===== src/rtl/osr_averager.sv =====
module osr_averager #(
  parameter int RAW_W = 12,
  parameter int OUT_W = 16,
  parameter int NCH   = 16
) (
  input  logic                     clk,
  input  logic                     rst_n,
  input  logic                     soft_clr,
  input  logic [2:0]               mode,
  input  logic                     in_valid,
  input  logic [$clog2(NCH)-1:0]   in_chan,
  input  logic [RAW_W-1:0]         in_data,
  output logic                     out_valid,
  output logic [OUT_W-1:0]         out_data,
  output logic [$clog2(NCH)-1:0]   out_chan
);
  localparam int CH_W  = $clog2(NCH);
  localparam int MAX_K = OUT_W - RAW_W;
  localparam int CNT_W = 2 * MAX_K;
  localparam int ACC_W = RAW_W + CNT_W;

  logic [ACC_W-1:0] acc [NCH];
  logic [CNT_W-1:0] cnt [NCH];
  logic [2:0]       mode_q;

  logic [2:0] eff_mode;
  assign eff_mode = (mode > 3'd5) ? 3'd0 : mode;

  logic chg;
  assign chg = eff_mode != mode_q;

  logic [2:0] k;
  assign k = eff_mode - 3'd1;

  logic [CNT_W-1:0] grp_last;
  assign grp_last = CNT_W'((32'd1 << (2 * k)) - 32'd1);

  logic [ACC_W-1:0] acc_cur, sum_next;
  logic [CNT_W-1:0] cnt_cur;
  assign acc_cur  = chg ? '0 : acc[in_chan];
  assign cnt_cur  = chg ? '0 : cnt[in_chan];
  assign sum_next = acc_cur + ACC_W'(in_data);

  logic [OUT_W-1:0] avg;
  assign avg = OUT_W'(sum_next >> k);

  always_ff @(posedge clk or negedge rst_n) begin
    if (!rst_n) begin
      for (int i = 0; i < NCH; i++) begin
        acc[i] <= '0;
        cnt[i] <= '0;
      end
      mode_q    <= 3'd0;
      out_valid <= 1'b0;
      out_data  <= '0;
      out_chan  <= '0;
    end else begin
      out_valid <= 1'b0;
      mode_q    <= eff_mode;
      if (soft_clr || chg) begin
        for (int i = 0; i < NCH; i++) begin
          acc[i] <= '0;
          cnt[i] <= '0;
        end
      end
      if (in_valid && !soft_clr) begin
        if (eff_mode == 3'd0) begin
          out_valid <= 1'b1;
          out_data  <= OUT_W'(in_data);
          out_chan  <= in_chan;
        end else if (eff_mode == 3'd1) begin
          out_valid <= 1'b1;
          out_data  <= OUT_W'(in_data >> 2);
          out_chan  <= in_chan;
        end else if (cnt_cur == grp_last) begin
          out_valid    <= 1'b1;
          out_data     <= avg;
          out_chan     <= in_chan;
          acc[in_chan] <= '0;
          cnt[in_chan] <= '0;
        end else begin
          acc[in_chan] <= sum_next;
          cnt[in_chan] <= cnt_cur + CNT_W'(1);
        end
      end
    end
  end

  assert_strobe_source_R4: assert property (@(posedge clk) disable iff (!rst_n)
    out_valid |-> ($past(in_valid) && !$past(soft_clr)));

  assert_chan_tag_R6: assert property (@(posedge clk) disable iff (!rst_n)
    out_valid |-> (out_chan == $past(in_chan)));

  assert_passthrough_R2: assert property (@(posedge clk) disable iff (!rst_n)
    (out_valid && $past(eff_mode) == 3'd0) |-> (out_data == OUT_W'($past(in_data))));

  assert_truncated_range_R3: assert property (@(posedge clk) disable iff (!rst_n)
    (out_valid && $past(eff_mode) == 3'd1) |-> (out_data < OUT_W'(1024)));

  assert_four_group_width_R4: assert property (@(posedge clk) disable iff (!rst_n)
    (out_valid && $past(eff_mode) == 3'd2) |-> (out_data < OUT_W'(8192)));

  assert_clear_drops_R8: assert property (@(posedge clk) disable iff (!rst_n)
    soft_clr |=> !out_valid);
endmodule


===== config.mk =====
export PLATFORM = sky130hd
export DESIGN_NAME = osr_averager
export DESIGN_NICKNAME = d
export VERILOG_FILES = /design/src/rtl/osr_averager.sv
export SDC_FILE = /design/constraint.sdc
export NUM_CORES = 1
export LEC_CHECK = 0
export ABC_AREA = 1
export ABC_CLOCK_PERIOD_IN_PS = 3700
export BUFFER_PORTS_ARGS = -buffer_cell sky130_fd_sc_hd__buf_2
export CAP_MARGIN = 20
export CORE_AREA = 2 2 291 293
export DETAILED_ROUTE_END_ITERATION = 8
export DIE_AREA = 0 0 293 295
export SLEW_MARGIN = 40
export SYNTH_ARGS = -nofsm -noshare
export SYNTH_HDL_FRONTEND = slang
export SYNTH_SLANG_ARGS = --single-unit

===== constraint.sdc =====
create_clock -name clk -period 3.7 [get_ports clk]
set_input_delay 0.555 -clock clk [delete_from_list [all_inputs] [get_ports clk]]
set_output_delay 0.555 -clock clk [all_outputs]
set_load 0.1 [all_outputs]

# --- Word level (Yosys, flattened, before mapping) ---
# Index checks and enable logic that the tools add are counted.
# W data, S select, Z words.
word_totals:
  ff_bits: 472
  inputBits: 23
  out_inout_bits: 21
  word_cells: 95
op_classes:
  add_sub_neg: 4
  magnitude_cmp: 3
  eq_ne: 3
  n_shift: 2
  n_mux: 35
  n_bitwise: 5
  reduce_logical: 7
op_table:
  columns: ["operator", "n"]
  rows:
  - ["$mux W320", 5]
  - ["$mux W128", 5]
  - ["$and A320 B320 Y320", 1]
  - ["$bwmux W320", 1]
  - ["$not A320 Y320", 1]
  - ["$and A128 B128 Y128", 1]
  - ["$bwmux W128", 1]
  - ["$not A128 Y128", 1]
  - ["$bmux W20 S4", 1]
  - ["$demux W20 S4", 1]
  - ["$mux W20", 4]
  - ["$mux W16", 3]
  - ["$bmux W8 S4", 1]
  - ["$demux W8 S4", 1]
  - ["$mux W8", 4]
  - ["$add A20 B12 Y20", 1]
  - ["$shr A20 B3 Y16", 1]
  - ["$mux W4", 3]
  - ["$add A8 B1 Y8 const B", 1]
  - ["$eq A8 B8 Y1", 1]
  - ["$shl A1 B4 Y8 const A", 1]
  - ["$sub A8 B1 Y8 const B", 1]
  - ["$ge A5 B5 Y1 const B", 1]
  - ["$lt A5 B1 Y1 const B", 1]
  - ["13 further kinds", 17]

# --- Logic depth before layout (Yosys ltp) ---
logic_depth:
  depth_word: 11
  ltp_mapped: 32
  mapped_depth_nobuf: 28

# --- Worst setup path before layout ---
# No wires, ideal clock.
synth_timing:
  path_type: "input port to flip-flop"
  start: "in in_chan[1]"
  end: "reg out_data[11]"
  setup_ns: 0.078
  arrival_time_ns: 4.494
  required_time_ns: 3.622
  slack_ns: -0.872
  cell_stages: 29
  n_path_buf: 7
  cell_sequence: "buf_6 > nand2_2 > buf_6 > buf_6 > buf_4 > buf_2 > buf_1 > clkbuf_1 > o221ai_1 > nand2_1 > nand3_1 > a211oi_1 > ha_1 > inv_1 > fa_1 > nand3b_1 > nand2_1 > nand3_1 > nand3_1 > inv_1 > xor2_2 > inv_1 > nand2_1 > nand3_1 > nand3_1 > nand2_1 > inv_1 > nand2_1 > a21oi_1"
synth_via:
  elab_chain_cells: 10
  word_cells_on_any_way: 17
  classes_between: "1 x add/sub; 1 x eq/ne; 1 x shift; 11 x mux; 1 x bitwise; 2 x reduce/logical"
synth_lines:
  columns: ["item", "line", "source"]
  rows:
  - ["start: declaration", "11", "input logic [$clog2(NCH)-1:0] in_chan,"]
  - ["$not A4 Y5 (not written as such) *", "40, 41", null]
  - ["$bmux W20 S4", "40", "assign acc_cur = chg ? '0 : acc[in_chan];"]
  - ["$mux W20 (not written as such) (2 in a row)", "40", null]
  - ["$mux W20", "40", null]
  - ["$add A20 B12 Y20", "42", "assign sum_next = acc_cur + ACC_W'(in_data);"]
  - ["$shr A20 B3 Y16", "45", "assign avg = OUT_W'(sum_next >> k);"]
  - ["$mux W16", "75", "end else if (cnt_cur == grp_last) begin"]
  - ["$mux W16", "71", "end else if (eff_mode == 3'd1) begin"]
  - ["$mux W16", "67", "if (eff_mode == 3'd0) begin"]
  - ["end signal: assignment", "69", "out_data <= OUT_W'(in_data);"]
  - ["end signal: assignment", "73", "out_data <= OUT_W'(in_data >> 2);"]
  - ["end signal: assignment", "77", "out_data <= avg;"]
  - ["end: declaration", "14", "output logic [OUT_W-1:0] out_data,"]
# Mark *: on every way between the ends. The rest lies on a longest branch, timed or not. The select of a mux whose other input is x is not followed.
# A chain may end at the register's enable or synchronous reset.

# --- Final worst setup path ---
layout_timing:
  start: "in in_chan[0]"
  end: "reg acc[38] in the netlist's numbering"
layout_via:
  elab_chain_cells: 11
  word_cells_on_any_way: 23
  classes_between: "1 x add/sub; 2 x order compare; 1 x eq/ne; 15 x mux; 3 x bitwise; 1 x reduce/logical"
layout_lines:
  columns: ["item", "line", "source"]
  rows:
  - ["$not A4 Y5 (not written as such) *", null, null]
  - ["$bmux W20 S4, or another cell as far along", "40", null]
  - ["$mux W20 (not written as such) / $logic_and A1 B1 Y1 (equally long branches)", "40, 79, 82", null]
  - ["$mux W20 (on tied branches)", "40, 79, 82", null]
  - ["$mux W20 / $demux W20 S4 (equally long branches)", "40, 79, 82", null]
  - ["$add A20 B12 Y20 / $not A320 Y320 (equally long branches)", null, null]
  - ["$bwmux W320 / $and A320 B320 Y320 (equally long branches)", null, null]
  - ["$mux W320 *", "75", null]
  - ["$mux W320 *", "71", null]
  - ["$mux W320 *", "67", null]
  - ["$mux W320 *", "66", "if (in_valid && !soft_clr) begin"]
  - ["end signal: indexed assignment", "82", "acc[in_chan] <= sum_next;"]
  - ["end: declaration", "22", "logic [ACC_W-1:0] acc [NCH];"]
# Marks and branches as above.

==> run_results.csv <==
group,metric,value,unit
finish,nets,3743,
outcome,status,"complete, no violations",
pwr,leakagePower,14.69,nW
worst_setup_path,r2r_start,"mode_q[1]$_DFF_PN0_",
finish,most-common-layout-cells,"nand2_1 (971), dfrtp_1 (472), o21ai_0 (437)",
global_routing,grt-ovfl-total,0,
logic_synthesis,ys_seq_area_frac,0.4599,
placed_design,io_buffers,43,
sta,slew-limit-headroom,0.4500,
sta,fin_crit_sh,0.9493,
route,firstDrtPassIters,6,
worst_setup_path,timing.rr.end,"acc[38]$_DFF_PN0_",
logic_synthesis,netlist_instances,3481,
sta,fin_skew,0.02042,ns
placed_design,hpwl,70.64,mm
logic_synthesis,syn_area_per_cell,7.378,um2
cts,numCtsBuffers,53,
global_routing,antenna_found_initial,1,
global_routing,grt_max_degree,107,
hold_path,min_path_type,"primary input to flop",
pwr,ir_drop,354.5,uV
global_routing,grt_pass1_wl,157.8,mm
route,vias_per_cell,5.477,
placed_design,place_congestion,0.9317,
logic_synthesis,yosysWarnings,0,
worst_setup_path,crit_type,"primary input to flop",
sta,max_freq,284.7,MHz
route,antenna_left,0,
logic_synthesis,ys_async_sr_fraction,1.000,
route,drt_wl_total,103.3,mm
sta,hold_viol,0,
logic_synthesis,synth_edf_count,0,
finish,drive_gt1_frac,0.1524,
floorplan,die_x,293,um
cts,clock_latency,0.61,ns
cts,htreeDepth,2,
sta,rsz0062_at_grt,"false",
route,via_count,26440,
finish,diodes,0,
route,wl_per_cell,21.41,um
route,initialDrtViolationCount,3201,
cts,clock_sinks,472,
cts,clockBufferDepth,3,
placed_design,preCtsSetupSlack,-0.4546,ns
global_routing,grt_pass1_vias,25200,
cts,post_cts_buffers,0,
logic_synthesis,synthTopCellsByArea,"dfrtp_1 (46%), nand2_1 (14%), o21ai_0 (8.6%), nand3_1 (7.8%), o22ai_1 (4.8%)",
worst_setup_path,max_stage_delay,0.35,ns
floorplan,rows,106,
logic_synthesis,synth_nets,3521,
floorplan,die_h,295,um
worst_setup_path,worstSetupStartpoint,"in_chan[0]",
logic_synthesis,ys_ff_latch,472,
worst_setup_path,r2r_setup_slack,0.24,ns
floorplan,pin_count,44,
worst_setup_path,crit_chain,"clkbuf_4 -> nand2_4 -> inv_1 -> a22oi_1 -> o221ai_2 -> nand2_1 -> nand3_1 -> a211oi_2 -> ha_2 -> inv_2 -> fa_2 -> nand3b_1 -> nand2_2 -> nand3_2 -> nand3_2 -> inv_2 -> nor2_2 -> nand2_1 -> nand2_2 -> nand2_4 -> inv_2 -> o21ai_1 -> o21ai_0 -> nand2_1",
cts,clkTransAtPathRegs,0.06,ns
floorplan,dieArea,86440,um2
job,max_cap_violations,0,
cts,root_buffer,"clkbuf_16",
finish,layout_commonest_cell,"nand2_1",
worst_setup_path,worst_ep_arrival_time,4.01,ns
pwr,finalPower,0.01365,W
worst_setup_path,reg2reg_depth,20,
logic_synthesis,synth_area_leader_cell,"dfrtp_1",
floorplan,initial_core_util,0.3089,
worst_setup_path,cp-end-kind,"flop",
route,drc,0,
sta,setup_ws,0.1877,ns
placed_design,place_inst,4726,
logic_synthesis,netlist.area_leader.share,0.4599,
logic_synthesis,syn-cell-area,25680,um2
global_routing,track_usage,0.2357,
cts,cts_tree,"done",
sta,period_needed,3.512,ns
worst_setup_path,crit_path_end,"acc[38]$_DFF_PN0_",
sta,final_max_slew_viol_count,0,
sta,worstMarginPinSlew,0.8241,ns
floorplan,coreArea,83160,um2
sta,setup_tns,0,ns
logic_synthesis,synth_ff_type,"dfrtp_1",
worst_setup_path,required,4.19,ns
finish,syn_to_final_growth,22.87,%
finish,fin_cells,4827,
worst_setup_path,cp_slowest_cell,"fa_2",
worst_setup_path,crit_fanout,7,
pwr,powerDensity,432.5,nW/um2
sta,setup_viol,0,
worst_setup_path,startpoint_type,"primary input",
logic_synthesis,synth_cell_type_count,46,
[worst min path at each step]
stage	to	startpoint	depth (start not counted)	slack (ns)
final	out_data[3]$_DFFE_PN0P_	in_data[3]	5	0.30
after global routing	out_data[3]$_DFFE_PN0P_	in_data[3]	5	0.33
after CTS	out_data[2]$_DFFE_PN0P_	in_data[2]	5	0.28
after detailed placement	out_data[12]$_DFFE_PN0P_	out_data[12]$_DFFE_PN0P_	2	0.46
after global placement	out_data[14]$_DFFE_PN0P_	out_data[14]$_DFFE_PN0P_	2	0.46
after floorplan	acc[0]$_DFF_PN0_	rst_n	0	0.26
[registers in the layout (all words and copies together), names as in the netlist]
signal	count
out_chan	4
out_data	16
out_valid	1
mode_q	3
acc	320
cnt	128
[stage by stage]
step                instance area [um2]  hold slack, ns  utilization
floorplan                         25860          0.2594            -
global placement                  29590          0.4595       0.3558
detailed placement                29590          0.4621       0.3558
CTS                               31470          0.2789       0.3784
global route                      31560          0.3284       0.3795
finish                            31560          0.2972       0.3795
[Yosys cell counts, types with 23 or more instances]
cell type  instances
nand2_1          983
dfrtp_1          472
o21ai_0          442
nand3_1          400
nor2_1           220
inv_1            216
o22ai_1          197
clkbuf_1         160
a21oi_1          103
o21ai_1           43
buf_2             30
nand4_1           23
[cells by family (layout without fill, tap and decap cells)]
group                    after synthesis  count (layout)  share of synthesized area
flip-flops                           472             472                     0.4599
AO/OA/AOI/OAI                        843             843                     0.1790
buffers and inverters                459             725                    0.07322
AND/OR/NAND/NOR                     1676            1676                     0.2742
XOR/XNOR                              13              13                   0.004726
multiplexers                           1               1                  0.0003897
adder cells (fa/ha/maj)               17              17                   0.008574
[what timing repair did]
action / 4_1_cts / 5_1_grt
hold endpoints to repair: 1 / 0
resized for setup: 0 / 14
endpoints found under the setup margin: 0 / 64
hold buffers: 1 / 0
[report_power, final]
group | switching [W] | leakage, nW | internal [W]
combinational | 0.00187 | 7.21 | 0.000794
clock | 0.00229 | 0.929 | 0.00340
sequential | 0.0000489 | 6.54 | 0.00525
total | 0.00421 | 14.7 | 0.00944
[routing by layer]
metal  up-vias  share of wire  track usage
met3       226          0.088      0.03759
met5         -              0            0
met2      1250           0.44       0.3664
met4         0          0.045      0.09881
met1     12800           0.42       0.3262
li1      12160              -            -
[area by class of cell]
cell class / instances / area [um2]
Inverter: 228 / 859.6
Sequential cell: 472 / 11810
Timing Repair Buffer: 398 / 3482
Tap cell: 1080 / 1351
Fill cell: 8490 / 51600
Multi-Input combinational cell: 2550 / 12180
Clock inverter: 18 / 225.2
Clock buffer: 81 / 1644
[worst max-delay path, delay by kind of cell]
kind                       cells  cell delay (ns)
AOI/OAI and AO/OA              5             0.88
adders and majority gates      2             0.61
buffers and inverters          5             0.64
and+or+nand+nor               12             1.29
Note: power is estimated with default switching activity, not from simulation.
